File: src/rtl/hw_step_ctrl.sv
module hw_step_ctrl #(
  parameter int NSTEP = 8,
  parameter int OPW = 4,
  parameter logic [OPW-1:0] OP_ADD = 4'h1,
  parameter logic [OPW-1:0] OP_BR = 4'h2
) (
  input  logic             clk,
  input  logic             rst_n,
  input  logic [OPW-1:0]   ir_op,
  input  logic             mfc,
  output logic [NSTEP-1:0] t_line,
  output logic             pc_out,
  output logic             pc_in,
  output logic             mar_in,
  output logic             mem_rd,
  output logic             sel_four,
  output logic             sel_y,
  output logic             alu_add,
  output logic             z_in,
  output logic             z_out,
  output logic             y_in,
  output logic             wait_mfc,
  output logic             mdr_out,
  output logic             ir_in,
  output logic             r1_out,
  output logic             r1_in,
  output logic             r3_out,
  output logic             ofs_out,
  output logic             end_step
);
  localparam int CW = $clog2(NSTEP);

  logic [CW-1:0] cnt;
  logic run;
  logic t1, t2, t3, t4, t5, t6, t7;
  logic i_add, i_br, i_unk;

  assign run = !(wait_mfc && !mfc);

  always_ff @(posedge clk or negedge rst_n)
    if (!rst_n)        cnt <= '0;
    else if (end_step) cnt <= '0;
    else if (run)      cnt <= cnt + CW'(1);

  assign t_line = {{(NSTEP-1){1'b0}}, 1'b1} << cnt;
  assign {t7, t6, t5, t4, t3, t2, t1} = t_line[6:0];

  assign i_add = (ir_op == OP_ADD);
  assign i_br  = (ir_op == OP_BR);
  assign i_unk = !i_add && !i_br;

  assign pc_out   = t1;
  assign sel_four = t1;
  assign ir_in    = t3;
  assign mar_in   = t1 | (t4 & i_add);
  assign mem_rd   = t1 | (t4 & i_add);
  assign alu_add  = t1 | (t6 & i_add) | (t4 & i_br);
  assign z_in     = t1 | (t6 & i_add) | (t4 & i_br);
  assign z_out    = t2 | (t7 & i_add) | (t5 & i_br);
  assign pc_in    = t2 | (t5 & i_br);
  assign y_in     = t2 | (t5 & i_add);
  assign wait_mfc = t2 | (t5 & i_add);
  assign mdr_out  = t3 | (t6 & i_add);
  assign sel_y    = (t6 & i_add) | (t4 & i_br);
  assign r3_out   = t4 & i_add;
  assign r1_out   = t5 & i_add;
  assign r1_in    = t7 & i_add;
  assign ofs_out  = t4 & i_br;
  assign end_step = (t7 & i_add) | (t5 & i_br) | (t4 & i_unk);
endmodule

File: config.mk
export PLATFORM = sky130hd
export DESIGN_NAME = hw_step_ctrl
export DESIGN_NICKNAME = d
export VERILOG_FILES = /design/src/rtl/hw_step_ctrl.sv
export SDC_FILE = /design/constraint.sdc
export NUM_CORES = 1
export LEC_CHECK = 0
export BUFFER_PORTS_ARGS = -buffer_cell sky130_fd_sc_hd__buf_4
export CAP_MARGIN = 25
export CORE_AREA = 10 10 47 49
export CTS_CLUSTER_SIZE = 40
export DETAILED_ROUTE_END_ITERATION = 12
export DIE_AREA = 0 0 57 59
export PLACE_DENSITY = 0.86
export SLEW_MARGIN = 0
export SYNTH_ARGS = -nofsm -noshare
export SYNTH_HDL_FRONTEND = slang
export SYNTH_SLANG_ARGS = --single-unit
File: constraint.sdc
create_clock -name clk -period 1.78 [get_ports clk]
set_clock_uncertainty 0.05 [all_clocks]
set_input_delay 0 -clock clk [delete_from_list [all_inputs] [get_ports clk]]
set_output_delay 0 -clock clk [all_outputs]
set_load 0.05 [all_outputs]
**Yosys cells after proc, flatten, opt, wreduce, memory -nomap -nowiden**

Cells that the tools add are included.

- Flip-flop bits (word level): 3
- Bits in latches: 0
- RAM bits: 0
- Bits in read-only memories: 0
- Bits of input ports: 7
- Output and inout port bits: 26
- Word-level logic and storage cells: 31
- Memories: 0

- $add $sub $neg: 1
- Multiply operators: 0
- Divide/modulo/power cells: 0
- $lt $le $gt $ge: 0
- Equal/unequal tests: 3
- Shift-type cells: 1
- Muxes and demuxes: 2
- Bitwise gates (word level): 18
- Reductions and logical operators: 5

Operator list:

| kind | count |
|---|---|
| $or 1x1->1 | 11 |
| $shl 1x3->8 const A | 1 |
| $and 1x1->1 | 7 |
| $mux 3 | 2 |
| $eq 4x1->1 const B | 1 |
| $eq 4x2->1 const B | 1 |
| $add 3x1->3 const B | 1 |
| $logic_not 1->1 | 3 |
| $logic_and 1x1->1 | 2 |
| $ne 2x2->1 const B | 1 |

**Longest topological paths before layout**

- Depth in word-level cells: 6
- Gate-level depth with buffers: 7
- Depth with buffers taken out: 5

**Worst setup path before layout**

Ideal clock, no wire load.

- Path type: reg-to-output
- Start point: register cnt[2]
- End point: output port mem_rd
- Data arrival time: 2.546 ns
- Path slack: -0.816 ns
- Stages on the path, launching flop included: 8
- Buffers on the path: 2
- Path through: dfrtp_1 clkbuf_1 inv_1 ha_1 inv_1 nor2_1 or2_2 buf_4

- Cells in the longest elaborated chain, start to end: 3

Ends and longest elaborated chain:

| element | RTL line | text |
|---|---|---|
| start: declaration | 33 | `logic [CW-1:0] cnt;` |
| start signal: assignment | 43 | `else if (run) cnt <= cnt + CW'(1);` |
| $shl 1x3->8 | 45 | `assign t_line = {{(NSTEP-1){1'b0}}, 1'b1} << cnt;` |
| named net t_line[3] | 11 | `output logic [NSTEP-1:0] t_line,` |
| $and 1x1->1 | - |  |
| named net r3_out | 27 | `output logic r3_out,` |
| $or 1x1->1 | 56 | `assign mem_rd = t1 \| (t4 & i_add);` |
| end: declaration | 15 | `output logic mem_rd,` |

The timed path passes the listed nets, and every way through them passes these cells.

**Final worst setup path**

- Start point: register cnt[0]
- End point: output port mar_in

- Cells in the longest elaborated chain, start to end: 3

Ends and longest elaborated chain:

| element | RTL line | text |
|---|---|---|
| $shl 1x3->8 (*) | 45 |  |
| $and 1x1->1 | 55 | `assign mar_in = t1 \| (t4 & i_add);` |
| $or 1x1->1 (*) | 55 |  |
| end: declaration | 14 | `output logic mar_in,` |

Mark *: on every way between the ends. The rest lies on a longest branch, timed or not.

==> reports/qor.txt <==
Maximum cell stage delay along the critical path -> 0.38 ns
Clock transition at path regs -> 0.04 ns
H-Tree Level Count -> 1
Routed WL -> 1.64 mm
CP cell instances -> buf_6 > ha_4 > ha_4 > inv_4 > nor2_4 > or2_2 > buf_4
CP arrival -> 1.67 ns
Commonest cells in the netlist -> inv_1 (8), buf_4 (6), ha_1 (6)
Max_slew headroom -> 75.3%
Die area -> 3360 um2
Top cells by area, synth -> dfrtp_1 (15%), ha_1 (15%), buf_4 (8.8%)
Max_cap viols -> 0
Final setup fails -> 0
RSZ-0062 raised after global routing -> no
Io pins -> 33
Register area share after synthesis -> 14.7%
Achievable Freq -> 583 MHz
Vias -> 563
Final Instance Area -> 861 um2
Share of cells above drive strength 1 -> 64.8%
CTS tree -> yes
Net Count, Synth -> 73
Initial core utilization -> 36.4%
Gate Count Post-Synth -> 60
Final setup margin -> 0.0637 ns
Core area -> 1400 um2
Endpoint type of the worst setup path -> output port
Worst slew pin tran -> 0.365 ns
Crit Path Class -> reg2out
DR DRC count -> 0
First-pass GRT wire length -> 2.61 mm
Synth top area share -> 14.7%
Vias in the first global route -> 599
Vias per inst -> 5.26
Post-synth EDFFs -> 0
Filler cells -> 135
Overall routing resource usage -> 9.42%
Ys flop type -> dfrtp_1
Tcrit/Tclk final -> 96.4%
Worst skew pair latency -> 0.25 ns
Register area -> 77.6 um2
Postcts setup bufs -> 0
Syn Area/Cell -> 8.51 um2
Die W -> 57 um
Outcome -> finished, final reports clean
Synth cell types -> 29
Req. time, crit path -> 1.73 ns
TritonCTS buffer count -> 3
Buffers on Ports -> 32
Post-synth ARST share -> 100%
Area delta synth->final -> 68.6%
Post-synthesis register bit count -> 3
Pin count of the biggest net entering global routing -> 12
Worst setup SP type -> flop
# clock sinks -> 3
Slew Viols, Final -> 0
Post-Route Utilization -> 61.4%
Largest regs -> cnt x3
Drt wl/cell -> 15.3 um
Die height -> 59 um
Clk buf depth -> 2
Warnings, synthesis -> 0
Count leader, synth -> inv_1
Initial antenna violation count -> 0
Area of the multi-input gates -> 424 um2
Most used cell, CP -> ha_4
Post-route setup TNS -> 0 ns
Initial drt markers -> 14
Slowest CP cell -> dfrtp_1
Critical path peak fanout -> 5
Grt ovf -> 0
Post-synthesis cell area -> 510 um2
Antenna-violating nets left -> 0
First-pass DRT Iterations -> 2
Row cnt -> 14
Top reg by flops -> cnt
Placement Cell Area -> 768 um2
Final weighted congestion in routability-driven placement -> 0.757
Hpwl dp -> 1.31 mm
Worst hold path class -> in2async
Min Tclk post-route -> 1.72 ns
Final Hold Fails -> 0
Setup slack at placement -> 0.0356 ns
Clk Tree Root Cell -> clkbuf_4
Nets -> 105
Max FFs per register -> 3
Yosys top cell by area -> dfrtp_1
Diodes inserted -> 0
-- area by class of cell --
| type | count | share of cell area (%) |
|---|---|---|
| repair buffers | 35 | 32.6 |
| multi-input cells | 41 | 49.3 |
| clock buffers | 4 | 3.05 |
| inverters | 8 | 3.78 |
| well taps | 16 | 2.33 |
| flip-flops and latches | 3 | 9.01 |
-- worst paths after layout --
check                             from  endpoint  slack [ns]  depth (start not counted)
worst min-delay path             rst_n    cnt[0]        0.03                          2
worst max-delay path            cnt[0]    mar_in        0.06                          7
worst max register to register  cnt[1]    cnt[1]        0.07                          5
max in group asynchronous        rst_n    cnt[1]        1.53                          2
min in group clk                   mfc    cnt[2]        0.13                          3
worst min register to register  cnt[0]    cnt[0]        0.75                          3
-- cell usage in the layout, fill, tap and decap left out, types with 2 or more instances in the layout --
cell type | Yosys | layout
buf_4 | 6 | 31
buf_6 | 1 | 2
clkbuf_4 | 0 | 3
dfrtp_2 | 0 | 2
ha_1 | 6 | 3
ha_4 | 0 | 3
inv_1 | 8 | 6
nand2_1 | 4 | 3
nand2b_1 | 3 | 3
nor2_1 | 3 | 2
o32a_1 | 2 | 2
or2_4 | 0 | 2
-- timing repair --
| action | 4_1_cts | 5_1_grt |
|---|---|---|
| hold buffers | 1 | 0 |
| pin swaps | 0 | 1 |
| resized for setup | 9 | 5 |
| endpoints found under the setup margin | 2 | 6 |
| gates cloned | 0 | 0 |
| hold endpoints to repair | 3 | 0 |
-- worst max-delay path: cells and delay by family (launching register included) --
family | cells | cell delay [ns]
adders and majority gates | 2 | 0.34
buffers and inverters | 3 | 0.39
and+or+nand+nor | 2 | 0.31
DFF | 1 | 0.38
-- through the flow --
stage	std cells	hold WS, ns
global route	107	0.0297
CTS	107	0.0294
detailed placement	102	-0.260
global placement	102	-0.260
floorplan	60	-0.346
finish	107	0.0287
-- per-layer routing --
layer / track usage (%) / part of all wire (%) / vias to the layer above
met5: 0 / 0 / -
met4: 5.03 / 0.91 / 0
met3: 4.08 / 9.1 / 2
met2: 17.2 / 55 / 26
met1: 8.65 / 35 / 265
li1: - / - / 270
-- cells by family after synthesis --
group | after synthesis | share of synthesized area [%]
adder cells (fa/ha/maj) | 6 | 14.7
AND/OR/NAND/NOR | 26 | 36.8
flip-flops | 3 | 14.7
AO/OA/AOI/OAI | 9 | 16.2
buffers and inverters | 16 | 17.6
Power is left out: the tool's default activity adds up to more than one toggle a clock period on the data nets, which glitch-free logic cannot reach.
